File: src/rtl/tg_pkg.sv
package tg_pkg;

  localparam int TG_NTASK = 4;
  localparam int TG_AW    = 20;
  localparam int TG_IOW   = 8;

  typedef logic [TG_NTASK-1:0] task_vec_t;

  // True when the selection holds exactly one set bit
  function automatic logic sel_is_onehot(task_vec_t sel);
    int n;
    n = 0;
    for (int i = 0; i < TG_NTASK; i++) n += int'(sel[i]);
    return (n == 1);
  endfunction

  // Deny decision: malformed selection denies everything
  function automatic logic deny_access(task_vec_t sel, task_vec_t mask);
    return !sel_is_onehot(sel) || (|(sel & mask));
  endfunction

  // Inclusive address window test
  function automatic logic addr_in_span(logic [TG_AW-1:0] a,
                                        logic [TG_AW-1:0] lo,
                                        logic [TG_AW-1:0] hi);
    return (a >= lo) && (a <= hi);
  endfunction

endpackage

File: src/rtl/tg_task_reg.sv
module tg_task_reg #(
  parameter int NTASK = 4,
  parameter int IOW   = 8,
  parameter logic [IOW-1:0] PORT = 8'h60
) (
  input  logic             clk,
  input  logic             rst_n,
  input  logic             io_wr,
  input  logic [IOW-1:0]   io_addr,
  input  logic [NTASK-1:0] io_wdata,
  output logic [NTASK-1:0] task_q
);

  localparam logic [NTASK-1:0] RESET_SEL = {{(NTASK-1){1'b0}}, 1'b1};

  logic port_hit;
  assign port_hit = io_wr && (io_addr == PORT);

  always_ff @(posedge clk) begin
    if (!rst_n)        task_q <= RESET_SEL;
    else if (port_hit) task_q <= io_wdata;
  end

  // register only changes through its own port
  assert_task_hold_R2: assert property (@(posedge clk) disable iff (!rst_n)
    !(io_wr && (io_addr == PORT)) |=> $stable(task_q));

endmodule

File: src/rtl/tg_prot_table.sv
module tg_prot_table #(
  parameter int NTASK = 4,
  parameter int IDXW  = 8
) (
  input  logic             clk,
  input  logic             rst_n,
  input  logic             we,
  input  logic [IDXW-1:0]  widx,
  input  logic [NTASK-1:0] wmask,
  input  logic [IDXW-1:0]  ridx,
  output logic [NTASK-1:0] rmask
);

  localparam int DEPTH = 1 << IDXW;

  logic [NTASK-1:0] mem [DEPTH];

  always_ff @(posedge clk) begin
    if (!rst_n) begin
      for (int i = 0; i < DEPTH; i++) mem[i] <= '0;
    end else if (we) begin
      mem[widx] <= wmask;
    end
  end

  assign rmask = mem[ridx];

  // written entry readable from the next cycle
  assert_tbl_write_R7: assert property (@(posedge clk) disable iff (!rst_n)
    we |=> (mem[$past(widx)] == $past(wmask)));

endmodule

File: src/rtl/tg_region_decode.sv
module tg_region_decode #(
  parameter int AW    = 20,
  parameter int SHIFT = 11,
  parameter int IDXW  = 8,
  parameter logic [AW-1:0] SPAN_LO = 20'h00800,
  parameter logic [AW-1:0] SPAN_HI = 20'h7FFFF
) (
  input  logic [AW-1:0]   addr,
  output logic            in_span,
  output logic [IDXW-1:0] region
);

  import tg_pkg::*;

  assign in_span = addr_in_span(addr, SPAN_LO, SPAN_HI);
  assign region  = addr[SHIFT+IDXW-1:SHIFT];

  // any checked address maps to a used entry
  always_comb begin
    if (in_span) assert_region_used_R6: assert (region != '0);
  end

endmodule

File: src/rtl/task_guard.sv
module task_guard #(
  parameter int NTASK = tg_pkg::TG_NTASK,
  parameter int AW    = tg_pkg::TG_AW,
  parameter int IOW   = tg_pkg::TG_IOW,
  parameter int SHIFT = 11,
  parameter logic [IOW-1:0] TASK_PORT = 8'h60,
  parameter logic [AW-1:0]  SPAN_LO   = 20'h00800,
  parameter logic [AW-1:0]  SPAN_HI   = 20'h7FFFF
) (
  input  logic             clk,
  input  logic             rst_n,
  input  logic             io_wr,
  input  logic [IOW-1:0]   io_addr,
  input  logic [NTASK-1:0] io_wdata,
  input  logic             tbl_we,
  input  logic [AW-SHIFT-2:0] tbl_idx,
  input  logic [NTASK-1:0] tbl_mask,
  input  logic [AW-1:0]    mem_addr,
  input  logic             mem_rd,
  input  logic             mem_wr,
  output logic             violation
);

  import tg_pkg::*;

  localparam int IDXW = AW - SHIFT - 1;

  logic [NTASK-1:0] cur_task;
  logic [NTASK-1:0] region_mask;
  logic [IDXW-1:0]  region;
  logic             in_span;
  logic             strobe;
  logic             task_ok;
  logic             deny;
  logic             viol_d;

  tg_task_reg #(.NTASK(NTASK), .IOW(IOW), .PORT(TASK_PORT)) u_task (
    .clk(clk), .rst_n(rst_n), .io_wr(io_wr), .io_addr(io_addr),
    .io_wdata(io_wdata), .task_q(cur_task));

  tg_region_decode #(.AW(AW), .SHIFT(SHIFT), .IDXW(IDXW),
                     .SPAN_LO(SPAN_LO), .SPAN_HI(SPAN_HI)) u_dec (
    .addr(mem_addr), .in_span(in_span), .region(region));

  tg_prot_table #(.NTASK(NTASK), .IDXW(IDXW)) u_tbl (
    .clk(clk), .rst_n(rst_n), .we(tbl_we), .widx(tbl_idx),
    .wmask(tbl_mask), .ridx(region), .rmask(region_mask));

  assign strobe  = mem_rd || mem_wr;
  assign task_ok = sel_is_onehot(cur_task);
  assign deny    = deny_access(cur_task, region_mask);
  assign viol_d  = strobe && in_span && deny;

  always_ff @(posedge clk) begin
    if (!rst_n) violation <= 1'b0;
    else        violation <= viol_d;
  end

  // a pulse always traces back to a strobe
  assert_pulse_src_R8: assert property (@(posedge clk) disable iff (!rst_n)
    violation |-> $past(mem_rd || mem_wr));

  // nothing outside the span is flagged
  assert_span_only_R5: assert property (@(posedge clk) disable iff (!rst_n)
    violation |-> $past(in_span));

  // malformed selection flags every checked access
  assert_bad_task_R4: assert property (@(posedge clk) disable iff (!rst_n)
    (strobe && in_span && !task_ok) |=> violation);

  // a granted one-hot task is never flagged
  assert_grant_R3: assert property (@(posedge clk) disable iff (!rst_n)
    (task_ok && ((cur_task & region_mask) == '0)) |=> !violation);

endmodule

File: config.mk
export PLATFORM = sky130hd
export DESIGN_NAME = task_guard
export DESIGN_NICKNAME = d
export VERILOG_FILES = /design/src/rtl/tg_pkg.sv /design/src/rtl/tg_task_reg.sv /design/src/rtl/tg_prot_table.sv /design/src/rtl/tg_region_decode.sv /design/src/rtl/task_guard.sv
export SDC_FILE = /design/constraint.sdc
export NUM_CORES = 2
export LEC_CHECK = 0
export ABC_AREA = 1
export CORE_AREA = 2 2 299 301
export CTS_CLUSTER_DIAMETER = 200
export DETAILED_ROUTE_END_ITERATION = 6
export DIE_AREA = 0 0 301 303
export PLACE_DENSITY = 0.67
export SYNTH_ARGS = -nofsm -noshare
export SYNTH_HDL_FRONTEND = slang
export SYNTH_SLANG_ARGS = --single-unit
File: constraint.sdc
create_clock -name clk -period 2.41 [get_ports clk]
set_input_delay 0.241 -clock clk [delete_from_list [all_inputs] [get_ports clk]]
set_output_delay 0.241 -clock clk [all_outputs]
set_load 0.03 [all_outputs]
==> flow_metrics.env <==
export IMPL_status="finished, final reports clean"
export IMPL_grt_pass1_vias=36250
export IMPL_hpwl_mm=87.66
export IMPL_pin_count=51
export IMPL_cts_buffers=106
export IMPL_period_share_pct=88.77
export IMPL_die_y_um=303
export IMPL_wl_per_cell_um=20.50
export IMPL_yosys_warnings=0
export IMPL_synth_seq_cells=1029
export IMPL_critPathCaptureType="flop"
export IMPL_cp_data_required_time_ns=2.98
export IMPL_die_area_sq_um=91200
export IMPL_cts_sinks=1029
export IMPL_vdd_drop_max_v=0.0005619
export IMPL_hp_class="primary input to flop"
export IMPL_ys_async_sr_fraction_pct=0
export IMPL_overflow=0
export IMPL_std_cell_rows=109
export IMPL_cts_max_level=3
export IMPL_final_min_clock_period_ns=2.139
export IMPL_antenna_found_initial=1
export IMPL_cts_resized=0
export IMPL_grt_setup_unrepaired="false"
export IMPL_placedCellCount=6476
export IMPL_synth_top_area_share_pct=64.14
export IMPL_fmax_mhz=467.4
export IMPL_clk_path_buf_depth=3
export IMPL_critical_path_class="flop to flop"
export IMPL_grt_pass1_wl_mm=206.1
export IMPL_p_total_mw=39.89
export IMPL_grt_usage_pct=29.91
export IMPL_drtPass1Iterations=7
export IMPL_hold_buffers=0
export IMPL_syn_to_final_growth_pct=16.92
export IMPL_synth_cells=5189
export IMPL_clk_pin_slew_ns=0.06
export IMPL_dr_wl_met3_mm=13.91
export IMPL_avgSynthCellArea_sq_um=9.239
export IMPL_ys_types=30
export IMPL_seq_area_sq_um=30850
export IMPL_synth_top_flop_cell="edfxtp_1"
export IMPL_worst_slew_pin_slew_ns=0.5392
export IMPL_multiInputGateArea_sq_um=15330
export IMPL_yosysTopAreaCell="edfxtp_1"
export IMPL_p_per_area_nw_per_um2=711.7
export IMPL_regToRegSetupSlack_ns=0.27
export IMPL_start_util_pct=54.50
export IMPL_io_buffer_count=39
export IMPL_syn_area_sq_um=47940
export IMPL_ant_nets=0
export IMPL_finClkSkew_ns=0.01642
export IMPL_drtIter0Drc=4312
export IMPL_setup_viol=0
export IMPL_design_core_area_sq_um=87970
export IMPL_die_w_um=301
export IMPL_final_cell_mix="nand2_1, nor2_1, edfxtp_1, nand3_1, buf_4"
export IMPL_drv_cap=0
export IMPL_worstSetupStartpointType="flop"
export IMPL_insertion_delay_ns=0.69
export IMPL_finalMaxSlewViolations=0
export IMPL_drive_gt1_share_pct=11.51
export IMPL_synth_edff_count=1024
export IMPL_cts_tree="yes"
export IMPL_met1_length_mm=52.95
export IMPL_postCtsSetupRepairBufs=0
export IMPL_slew_headroom_pct=64.05
export IMPL_cts_root_buffer="clkbuf_16"
export IMPL_cellLeakagePower_nw=22.41
export IMPL_arrival_ns=2.71
export IMPL_finalSetupTns_ns=0
export IMPL_synth_area_leaders="edfxtp_1, nand2_1, nor2_1"
export IMPL_path_max_fanout=2
export IMPL_grt_max_degree=72
export IMPL_final_nets=5472
export IMPL_wl_met2_mm=64.86
export IMPL_fillers=7056
export IMPL_hold_viol=0
export IMPL_syn_nets=5242
export IMPL_drc=0
export IMPL_via_count=37910
export IMPL_avgViaCountPerCell=5.686
export IMPL_final_common_cell="nand2_1"
export IMPL_yosysSeqAreaShare_pct=64.35
export IMPL_gp_congestion=0.9083
export IMPL_finalWirelength_mm=136.7
export IMPL_top_layer_used="met5"
export IMPL_final_cells=6667
==> synthesized netlist by cell type, drive strengths merged (20+ instances only) <==
cell type and number:
a21boi 20, a21oi 159, buf 188, clkbuf 189
edfxtp 1024, inv 43, nand2 1783, nand3 499
nor2 1133, nor3 36, o211ai 21, o21ai 55
o22ai 22
==> final cells by class <==
class	count	area share, %
Inverter	44	0.3839
Clock buffer	134	5.033
Clock inverter	56	0.8170
Antenna cell	1	0.004464
Tap cell	1165	2.600
Sequential cell	1029	55.04
Multi-Input combinational cell	3739	27.36
Timing Repair Buffer	499	8.768
==> where the power goes <==
group / leakage, nW / switching, mW / internal (mW)
combinational: 11.1 / 2.45 / 1.00
sequential: 9.76 / 0.253 / 20.5
clock: 1.59 / 6.77 / 8.89
total: 22.4 / 9.48 / 30.4
==> logic make-up after synthesis <==
logic type	count (synthesis)	synth area share, %
flops	1029	64.35
simple gates	3458	28.53
fa+ha+maj	3	0.09395
compound gates	278	3.184
buf+inv	421	3.844
==> routing by layer <==
layer / track usage (%) / vias up
met2: 49.67 / 1957
li1: - / 17710
met4: 11.41 / 2
met1: 39.67 / 17940
met5: 0 / -
met3: 5.034 / 302
==> path summary, 6_finish.rpt <==
check / endpoint / start / cells past startpoint
worst min-delay path: u_task.task_q[0] / rst_n / 3
worst max register to register: violation / u_task.task_q[0] / 10
worst min register to register: u_task.task_q[3] / u_task.task_q[3] / 2
worst max-delay path: violation / u_task.task_q[0] / 10
==> metrics by stage <==
| stage | worst slack (ns) | hold WS (ns) | utilization, % | area, sq um |
|---|---|---|---|---|
| detailed placement | 0.01533 | 0.4967 | 59.99 | 52770 |
| global route | 0.1215 | 0.1245 | 63.72 | 56050 |
| global placement | 0.01233 | 0.4949 | 59.99 | 52770 |
| finish | 0.2706 | 0.09390 | 63.72 | 56050 |
| floorplan | 0.5409 | 0.3714 | - | 47940 |
| CTS | 0.2808 | 0.1005 | 63.72 | 56050 |
==> worst max-delay path, stage by stage, from the launching register on <==
cell and delay, ns:
dfxtp_1 0.34, inv_1 0.08, fa_1 0.53, inv_1 0.04, ha_1 0.17, ha_1 0.26
nor3b_1 0.21, buf_4 0.17, nand2_1 0.05, nor2_1 0.13, nor2_1 0.05
==> state kept, by name, indices dropped and copies added (netlist names) <==
signal / count
u_task.task_q: 4
u_tbl.mem: 1024
violation: 1
No activity file was read; power rests on OpenSTA's default activity.
